$ cat src/rtl/dinit_pkg.sv
package dinit_pkg;

  // Command word field positions (decoded by the command port downstream)
  localparam int unsigned PRECH_BIT   = 15;
  localparam int unsigned EXT_SEL_BIT = 13;
  localparam int unsigned DLL_RST_BIT = 8;
  localparam int unsigned CAS_LSB     = 4;
  localparam int unsigned BT_BIT      = 3;
  localparam int unsigned BL_LSB      = 0;
  localparam int unsigned EXT_DRV_BIT = 1;
  localparam int unsigned EXT_DLL_BIT = 0;

  localparam int unsigned NUM_CMDS     = 5;
  localparam int unsigned REFRESH_STEP = 4;  // step index reached after 4th command

  typedef enum logic {ST_RUN, ST_FIN} seq_state_e;

  // Microseconds to clock cycles, rounded up
  function automatic int unsigned us_to_cycles(input int unsigned us,
                                               input longint unsigned clk_hz);
    longint unsigned prod;
    prod = longint'(us) * clk_hz;
    return int'((prod + 64'd999_999) / 64'd1_000_000);
  endfunction

endpackage

$ cat src/rtl/dinit_timer.sv
module dinit_timer #(
  parameter int unsigned CNT_W = 16,
  parameter logic [CNT_W-1:0] RST_VAL = '0
) (
  input  logic             clk,
  input  logic             rst_n,
  input  logic             load,
  input  logic [CNT_W-1:0] load_val,
  output logic             expired
);

  logic [CNT_W-1:0] cnt;

  always_ff @(posedge clk) begin
    if (!rst_n) begin
      cnt <= RST_VAL;
    end else if (load) begin
      cnt <= load_val;
    end else if (cnt != '0) begin
      cnt <= cnt - 1'b1;
    end
  end

  assign expired = (cnt == '0);

endmodule

$ cat src/rtl/dinit_step_rom.sv
module dinit_step_rom
  import dinit_pkg::*;
#(
  parameter int unsigned CNT_W    = 16,
  parameter int unsigned STEP_W   = 3,
  parameter int unsigned D_PWR    = 10000,
  parameter int unsigned D_CMD    = 50,
  parameter int unsigned D_REF    = 1501,
  parameter int unsigned D_DLL    = 100,
  parameter int unsigned BL_CODE  = 1,
  parameter int unsigned CAS_CODE = 2,
  parameter bit          BT_ILV   = 1'b0,
  parameter bit          DRV_RED  = 1'b0
) (
  input  logic [STEP_W-1:0] cmd_idx,
  input  logic [STEP_W-1:0] wait_idx,
  output logic [15:0]       word,
  output logic [CNT_W-1:0]  delay_m1
);

  localparam logic [15:0] W_PRE = 16'h1 << PRECH_BIT;
  localparam logic [15:0] W_EXT = (16'h1 << EXT_SEL_BIT)
                                | (16'(DRV_RED) << EXT_DRV_BIT)
                                | (16'h0 << EXT_DLL_BIT);
  localparam logic [15:0] W_MODE = (16'(CAS_CODE & 7) << CAS_LSB)
                                 | (16'(BT_ILV) << BT_BIT)
                                 | (16'(BL_CODE & 7) << BL_LSB);
  localparam logic [15:0] W_MODE_RST = W_MODE | (16'h1 << DLL_RST_BIT);

  always_comb begin
    case (cmd_idx)
      STEP_W'(0), STEP_W'(3): word = W_PRE;
      STEP_W'(1):             word = W_EXT;
      STEP_W'(2):             word = W_MODE_RST;
      STEP_W'(4):             word = W_MODE;
      default:                word = '0;
    endcase
  end

  always_comb begin
    case (wait_idx)
      STEP_W'(0): delay_m1 = CNT_W'(D_PWR - 1);
      STEP_W'(1), STEP_W'(2), STEP_W'(3): delay_m1 = CNT_W'(D_CMD - 1);
      STEP_W'(4): delay_m1 = CNT_W'(D_REF - 1);
      STEP_W'(5): delay_m1 = CNT_W'(D_DLL - 1);
      default:    delay_m1 = '0;
    endcase
  end

endmodule

$ cat src/rtl/ddr_powerup_seq.sv
module ddr_powerup_seq
  import dinit_pkg::*;
#(
  parameter int unsigned CLK_HZ       = 50_000_000,
  parameter int unsigned T_POWERUP_US = 200,
  parameter int unsigned T_CMD_US     = 1,
  parameter int unsigned T_REFRESH_US = 30,
  parameter int unsigned T_DLL_US     = 2,
  parameter int unsigned BL_CODE      = 1,
  parameter int unsigned CAS_CODE     = 2
) (
  input  logic        clk,
  input  logic        rst_n,
  output logic [15:0] cmd_word,
  output logic        cmd_strobe,
  output logic        refresh_on,
  output logic        busy,
  output logic        done
);

  localparam int unsigned D_PWR = us_to_cycles(T_POWERUP_US, longint'(CLK_HZ));
  localparam int unsigned D_CMD = us_to_cycles(T_CMD_US, longint'(CLK_HZ));
  // one extra cycle: the refresh wait is counted from the cycle refresh_on rises
  localparam int unsigned D_REF = us_to_cycles(T_REFRESH_US, longint'(CLK_HZ)) + 1;
  localparam int unsigned D_DLL = us_to_cycles(T_DLL_US, longint'(CLK_HZ));
  localparam int unsigned D_M1  = (D_PWR > D_CMD) ? D_PWR : D_CMD;
  localparam int unsigned D_M2  = (D_REF > D_DLL) ? D_REF : D_DLL;
  localparam int unsigned D_MAX = (D_M1 > D_M2) ? D_M1 : D_M2;
  localparam int unsigned CNT_W = $clog2(D_MAX + 1);
  localparam int unsigned STEP_W = $clog2(NUM_CMDS + 2);

  seq_state_e        state;
  logic [STEP_W-1:0] step;
  logic [STEP_W-1:0] step_nxt;
  logic              expired;
  logic              advance;
  logic              load;
  logic [15:0]       rom_word;
  logic [CNT_W-1:0]  rom_delay;

  assign step_nxt = step + 1'b1;
  assign advance  = (state == ST_RUN) && expired;
  assign load     = advance && (step != STEP_W'(NUM_CMDS));

  dinit_step_rom #(
    .CNT_W(CNT_W), .STEP_W(STEP_W),
    .D_PWR(D_PWR), .D_CMD(D_CMD), .D_REF(D_REF), .D_DLL(D_DLL),
    .BL_CODE(BL_CODE), .CAS_CODE(CAS_CODE), .BT_ILV(1'b0), .DRV_RED(1'b0)
  ) u_rom (
    .cmd_idx  (step),
    .wait_idx (step_nxt),
    .word     (rom_word),
    .delay_m1 (rom_delay)
  );

  dinit_timer #(
    .CNT_W(CNT_W), .RST_VAL(CNT_W'(D_PWR - 1))
  ) u_timer (
    .clk      (clk),
    .rst_n    (rst_n),
    .load     (load),
    .load_val (rom_delay),
    .expired  (expired)
  );

  always_ff @(posedge clk) begin
    if (!rst_n) begin
      state      <= ST_RUN;
      step       <= '0;
      cmd_word   <= '0;
      cmd_strobe <= 1'b0;
      refresh_on <= 1'b0;
      busy       <= 1'b1;
      done       <= 1'b0;
    end else begin
      cmd_word   <= '0;
      cmd_strobe <= 1'b0;
      refresh_on <= refresh_on | (step >= STEP_W'(REFRESH_STEP));
      if (advance) begin
        if (step == STEP_W'(NUM_CMDS)) begin
          state <= ST_FIN;
          busy  <= 1'b0;
          done  <= 1'b1;
        end else begin
          cmd_word   <= rom_word;
          cmd_strobe <= 1'b1;
          step       <= step_nxt;
        end
      end
    end
  end

  AST_STROBE_PULSE: assert property (@(posedge clk) disable iff (!rst_n)
    cmd_strobe |=> !cmd_strobe);
  AST_IDLE_WORD_ZERO: assert property (@(posedge clk) disable iff (!rst_n)
    !cmd_strobe |-> (cmd_word == 16'h0));
  AST_CMD_ON_EXPIRY: assert property (@(posedge clk) disable iff (!rst_n)
    $rose(cmd_strobe) |-> $past(expired));
  AST_REFRESH_HOLD: assert property (@(posedge clk) disable iff (!rst_n)
    refresh_on |=> refresh_on);
  AST_DONE_HOLD: assert property (@(posedge clk) disable iff (!rst_n)
    done |=> done);
  AST_QUIET_AFTER_DONE: assert property (@(posedge clk) disable iff (!rst_n)
    done |-> (!cmd_strobe && !busy));
  AST_DONE_NEEDS_REFRESH: assert property (@(posedge clk) disable iff (!rst_n)
    $rose(done) |-> refresh_on);

endmodule

$ cat config.mk
export PLATFORM = sky130hd
export DESIGN_NAME = ddr_powerup_seq
export DESIGN_NICKNAME = d
export VERILOG_FILES = /design/src/rtl/dinit_pkg.sv /design/src/rtl/dinit_timer.sv /design/src/rtl/dinit_step_rom.sv /design/src/rtl/ddr_powerup_seq.sv
export SDC_FILE = /design/constraint.sdc
export NUM_CORES = 1
export LEC_CHECK = 0
export BUFFER_PORTS_ARGS = -buffer_cell sky130_fd_sc_hd__buf_2
export CAP_MARGIN = 40
export CORE_ASPECT_RATIO = 1.1
export CORE_MARGIN = 1
export CORE_UTILIZATION = 54
export CTS_BUF_LIST = sky130_fd_sc_hd__clkbuf_8
export DETAILED_ROUTE_END_ITERATION = 16
export GPL_TIMING_DRIVEN = 0
export HOLD_SLACK_MARGIN = 0.02
export PLACE_DENSITY = 0.76
export SLEW_MARGIN = 0
export SYNTH_ARGS = -nofsm -noshare
export SYNTH_HDL_FRONTEND = slang
export SYNTH_SLANG_ARGS = --single-unit
$ cat constraint.sdc
create_clock -name clk -period 5.9 [get_ports clk]
set_input_delay 0.885 -clock clk [delete_from_list [all_inputs] [get_ports clk]]
set_output_delay 0.885 -clock clk [all_outputs]
set_load 0.01 [all_outputs]
# == Word level (Yosys, flattened, before mapping) ==
# Cells that the tools add are included.
# classes
add_sub_neg,2
order_cmp,1
eq_ne,11
muxes,5
bitwise_logic,5
reduce_logical,13
# op_table
cell,n
16-bit one-hot mux with 4 select lines,1
14-bit one-hot mux with 4 select lines,1
14-bit 2-to-1 mux,2
14-bit logical NOT,1
14-bit nonzero test,1
14-bit by 1-bit subtractor with 14-bit output (second input constant),1
3-bit by 2-bit == test with 1-bit output (second input constant),4
3-bit == test (second input constant),4
3-bit by 1-bit == test with 1-bit output (second input constant),2
3-bit logical NOT,2
2-bit AND reduction,3
3-bit OR reduction,2
1-bit inverter,4
3-bit by 1-bit adder with 3-bit output (second input constant),1
3-bit greater-or-equal comparator (second input constant),1
3-bit != test (second input constant),1
1-bit logical AND,2
2-bit nonzero test,1
2-bit OR reduction,1
1-bit 2-to-1 mux,1
1-bit bitwise OR,1
# totals
reg_bits,37
elab_cells,44

# == Longest topological paths before layout ==
# logic_depth
ltp_word,5
mapped_depth,8
mapped_depth_nobuf,6

# == Cells and area by module ==
# From an unflattened synthesis, not the netlist that was laid out.
# hier_totals
hier_cells,197
area_unflattened_um2,1873.0
# by_module_without_submodules
mod,instances,cells_each,area_per_inst_um2
dinit_timer,1,95,837.1
ddr_powerup_seq,1,65,775.7
dinit_step_rom,1,37,260.2

# == Least setup slack after synthesis ==
# No wires, ideal clock.
# synth_timing
kind,register to register
from,register u_timer.cnt[0]
to,register u_timer.cnt[7]
setup_ps,119
t_arrival_ps,2108
required_time_ps,5781
path_slack_ps,3674
stages_incl_launch_ff,7
path_buffers,0
cell_sequence,dfxtp_1 -> inv_1 -> ha_1 -> or4b_4 -> or4_4 -> mux2_1 -> o221a_1
# synth_between
elab_chain_cells,4
word_cells_on_any_way,8
cone_classes,add/sub (1); mux (2); reduce/logical (5)
# synth_rtl
element,line,text
from (decl),dinit_timer.sv:12,logic [CNT_W-1:0] cnt;
from (signal assigned),dinit_timer.sv:18,cnt <= load_val;
from (signal assigned),dinit_timer.sv:20,cnt <= cnt - 1'b1;
branches (longest 4 deep; another with 14-bit by 1-bit subtractor with 14-bit output),--,
# Parallel ways; which one is timed is not known. The select of a mux whose other input is x is not followed.
# A chain may end at the register's enable or synchronous reset.

# == Worst setup path after layout ==
# layout_timing
from,register u_timer.cnt[0]
to,register u_timer.cnt[2]
# The elaborated chain is that of the path after synthesis.

==> insert_results.sql <==
INSERT INTO impl_metrics (metric_group, metric, value, unit) VALUES
('drt', 'detail_route.wirelength', '3260', 'microns'),
('cts', 'cts_setup_buffers', '0', ''),
('final_layout', 'insertedDiodeCount', '0', ''),
('sta', 'grt_setup_unrepaired', 'no', ''),
('drt', 'post-route-drc-count', '0', ''),
('power_and_ir_drop', 'sequential_share_of_power', '57.9', '%'),
('global_routing', 'global_route_total_usage_across_every_layer', '25.3', '%'),
('power_and_ir_drop', 'cellLeakagePower', '0.691', 'nW'),
('cts', 'insertion_delay', '0.27', 'ns'),
('sta', 'worst_pin_slew', '0.671', 'ns'),
('setup_path', 'crit_family', 'simple AND/OR/NAND/NOR gates', ''),
('sta', 'final.hold.worst_slack', '0.466', 'ns'),
('final_layout', 'drive_above_1_share', '21.6', '%'),
('placed_design', 'dpl.cell_count', '221', ''),
('yosys', 'synth_seq_cells', '25', ''),
('setup_path', 'timing.critical_path.arrival', '2.58', 'ns'),
('global_routing', 'grt_first_pass_wirelength', '5660', 'microns'),
('yosys', 'yosys.area_share.xor_xnor', '0', '%'),
('cts', 'cts_repair_resize_count', '0', ''),
('die', 'boundaryPins', '22', ''),
('global_routing', 'maximum_number_of_pins_on_one_net_before_global_route_repair', '16', ''),
('sta', 'hold_viol_final', '0', ''),
('yosys', 'synthArstFlopShare', '0', '%'),
('die', 'die_area', '3010', 'sq um'),
('setup_path', 'cp_cell_sequence', 'inv_1, ha_1, or4b_4, nor4_4, buf_2, nor3_1, a211o_2', ''),
('setup_path', 'critical-path-slowest-cell', 'sky130_fd_sc_hd__or4b_4', ''),
('cts', 'cts_root_buffer', 'sky130_fd_sc_hd__clkbuf_8', ''),
('power_and_ir_drop', 'switching_power', '0.0696', 'mW'),
('sta', 'timing.final.max_slew_violations', '0', ''),
('final_layout', 'final_cells', '225', ''),
('yosys', 'syn_area', '1510', 'sq um'),
('die', 'dieWidth', '52.4', 'microns'),
('drt', 'via_count', '1332', ''),
('drt', 'via_per_inst', '5.92', ''),
('setup_path', 'critPathRequiredTime', '6.07', 'ns'),
('power_and_ir_drop', 'powerDensity', '176', 'nW/um^2'),
('placed_design', 'dpl.hpwl', '2450', 'microns'),
('die', 'initial_utilization', '58.8', '%'),
('setup_path', 'max_stage_delay', '0.51', 'ns'),
('flow_run', 'maxCapViolations', '0', ''),
('die', 'floorplan.core_area', '2570', 'sq um'),
('yosys', 'synth_warnings', '0', ''),
('cts', 'clk_transition_reported_paths', '0.09', 'ns'),
('outcome', 'outcome', 'finished clean', ''),
('power_and_ir_drop', 'internal-power', '0.227', 'mW'),
('yosys', 'synth.avg_cell_area', '8.88', 'sq um'),
('sta', 'timing.setup.tns', '0', 'ns'),
('yosys', 'synth-simple-area-share', '22.6', '%'),
('yosys', 'ys_seq_area_share', '33.2', '%'),
('global_routing', 'number_of_global_route_vias_before_repair', '1297', ''),
('sta', 'finalSetupViolCount', '0', ''),
('yosys', 'post_synthesis_compound_gate_area_fraction', '21.1', '%'),
('cts', 'cts_buffers', '3', ''),
('yosys', 'muxShareOfSynthArea', '2.82', '%'),
('final_layout', 'multi_input_comb_area', '857', 'sq um'),
('cts', 'clk_path_buf_depth', '2', ''),
('sta', 'final.min_clock_period', '2.40', 'ns'),
('die', 'die_h', '57.4', 'microns'),
('yosys', 'synth_cell_types', '46', ''),
('cts', 'tritoncts', 'done', ''),
('die', 'std_cell_rows', '19', ''),
('drt', 'firstDrtPassIters', '6', ''),
('placed_design', 'gp_congestion', '0.852', ''),
('setup_path', 'start_kind', 'flip-flop', ''),
('final_layout', 'sequential_cell_area', '500', 'sq um'),
('yosys', 'postSynth.topFlopCell', 'sky130_fd_sc_hd__dfxtp_1', ''),
('sta', 'fmax', '416', 'MHz'),
('yosys', 'synthesis.instances', '170', ''),
('final_layout', 'design.final.nets', '206', ''),
('yosys', 'synth-edff-count', '0', ''),
('sta', 'worst_clock_skew', '0.00387', 'ns');
-- placed cells by master (no fill, tap or decap), types with 3 or more instances in the layout --
cell type	Yosys	routed
sky130_fd_sc_hd__or4_1	6	6
sky130_fd_sc_hd__o31a_1	3	3
sky130_fd_sc_hd__clkbuf_8	0	3
sky130_fd_sc_hd__or3_1	3	3
sky130_fd_sc_hd__buf_6	4	4
sky130_fd_sc_hd__inv_1	7	7
sky130_fd_sc_hd__o31ai_1	3	3
sky130_fd_sc_hd__o21ai_0	11	11
sky130_fd_sc_hd__ha_1	9	9
sky130_fd_sc_hd__a31oi_1	3	3
sky130_fd_sc_hd__nor2b_1	3	3
sky130_fd_sc_hd__buf_2	1	11
sky130_fd_sc_hd__o211ai_1	4	4
sky130_fd_sc_hd__nor3_1	4	4
sky130_fd_sc_hd__nor2_1	8	8
sky130_fd_sc_hd__nand3_1	3	3
sky130_fd_sc_hd__nor4_1	6	6
sky130_fd_sc_hd__buf_4	13	13
sky130_fd_sc_hd__clkbuf_1	3	3
sky130_fd_sc_hd__dfxtp_1	25	25
sky130_fd_sc_hd__a21oi_1	10	10
sky130_fd_sc_hd__nand2_1	11	11
sky130_fd_sc_hd__conb_1	1	11
-- synthesized netlist by cell type, types with 2 or more instances --
| cell type | count | share of area, % |
|---|---|---|
| sky130_fd_sc_hd__inv_1 | 7 | 1.7 |
| sky130_fd_sc_hd__nor2_1 | 8 | 2.0 |
| sky130_fd_sc_hd__ha_1 | 9 | 7.5 |
| sky130_fd_sc_hd__or4b_2 | 2 | 1.3 |
| sky130_fd_sc_hd__mux2i_1 | 2 | 1.3 |
| sky130_fd_sc_hd__nand3_1 | 3 | 0.99 |
| sky130_fd_sc_hd__dfxtp_1 | 25 | 33 |
| sky130_fd_sc_hd__nor2b_1 | 3 | 1.2 |
| sky130_fd_sc_hd__or4_4 | 2 | 1.5 |
| sky130_fd_sc_hd__o211ai_1 | 4 | 2.0 |
| sky130_fd_sc_hd__a21oi_1 | 10 | 3.3 |
| sky130_fd_sc_hd__clkbuf_1 | 3 | 0.75 |
| sky130_fd_sc_hd__o31a_1 | 3 | 1.7 |
| sky130_fd_sc_hd__buf_6 | 4 | 3.0 |
| sky130_fd_sc_hd__buf_4 | 13 | 6.5 |
| sky130_fd_sc_hd__or4_1 | 6 | 3.0 |
| sky130_fd_sc_hd__a311oi_1 | 2 | 1.2 |
| sky130_fd_sc_hd__or3_1 | 3 | 1.2 |
| sky130_fd_sc_hd__o31ai_1 | 3 | 1.5 |
| sky130_fd_sc_hd__nand2_1 | 11 | 2.7 |
| sky130_fd_sc_hd__nor3_1 | 4 | 1.3 |
| sky130_fd_sc_hd__a31oi_1 | 3 | 1.2 |
| sky130_fd_sc_hd__nor4_1 | 6 | 2.5 |
| sky130_fd_sc_hd__o21ai_0 | 11 | 3.6 |
| sky130_fd_sc_hd__a21o_1 | 2 | 0.99 |
-- worst min-delay path: cells and delay by family (launching register included) --
kind	cells	cell delay, ns
compound gates	1	0.06
flops	1	0.32
simple gates	1	0.05
-- cell families after synthesis --
group | Yosys count
buf+inv | 29
compound gates | 47
fa+ha+maj | 9
simple gates | 55
mux | 4
flops | 25
other cells | 1
-- layer usage --
metal	track usage [%]	up-vias	share of wire (%)
met4	14.3	0	2.3
met2	42.7	24	50
met5	0	-	0
met1	30.6	641	45
met3	2.40	8	2.6
li1	-	659	-
-- sequential cells by signal (all words and copies together), names as in the netlist --
name,count
cmd_strobe,1
u_timer.cnt,14
cmd_word,4
state,1
step,3
refresh_on,1
busy,1
-- power groups by stage --
stage	Combinational, mW	Clock [mW]	Sequential, mW
final	0.0186	0.106	0.172
after global routing	0.0210	0.115	0.172
after CTS	0.0184	0.109	0.172
after detailed placement	0.0183	0	0.176
after global placement	0.0179	0	0.175
after floorplan	0.0156	0	0.175
-- worst paths after layout --
| kind | startpoint | end | slack, ns | depth (start not counted) |
|---|---|---|---|---|
| min reg2reg | busy$_SDFFE_PN1P_ | busy$_SDFFE_PN1P_ | 0.47 | 2 |
| max reg2reg | u_timer.cnt[0]$_SDFFE_PN1P_ | u_timer.cnt[2]$_SDFFE_PN1P_ | 3.50 | 7 |
| max | u_timer.cnt[0]$_SDFFE_PN1P_ | u_timer.cnt[2]$_SDFFE_PN1P_ | 3.50 | 7 |
| min | busy$_SDFFE_PN1P_ | busy$_SDFFE_PN1P_ | 0.47 | 2 |
-- per-stage QoR --
step	util [%]	total power, mW	area [sq um]
4_1_cts	65.6	0.299	1680
6_report	65.6	0.296	1680
2_1_floorplan	-	0.191	1550
3_3_place_gp	63.7	0.193	1640
3_5_place_dp	63.7	0.194	1640
5_1_grt	65.6	0.308	1680
-- cell type report --
type,instances,area share (%)
Multi-Input combinational cell,126,50.9
Sequential cell,25,29.7
Buffer,21,9.44
Timing Repair Buffer,10,2.97
Clock buffer,3,2.45
Tap cell,31,2.30
Inverter,8,1.78
Clock inverter,1,0.446
Power figures use the tool's default switching activity.
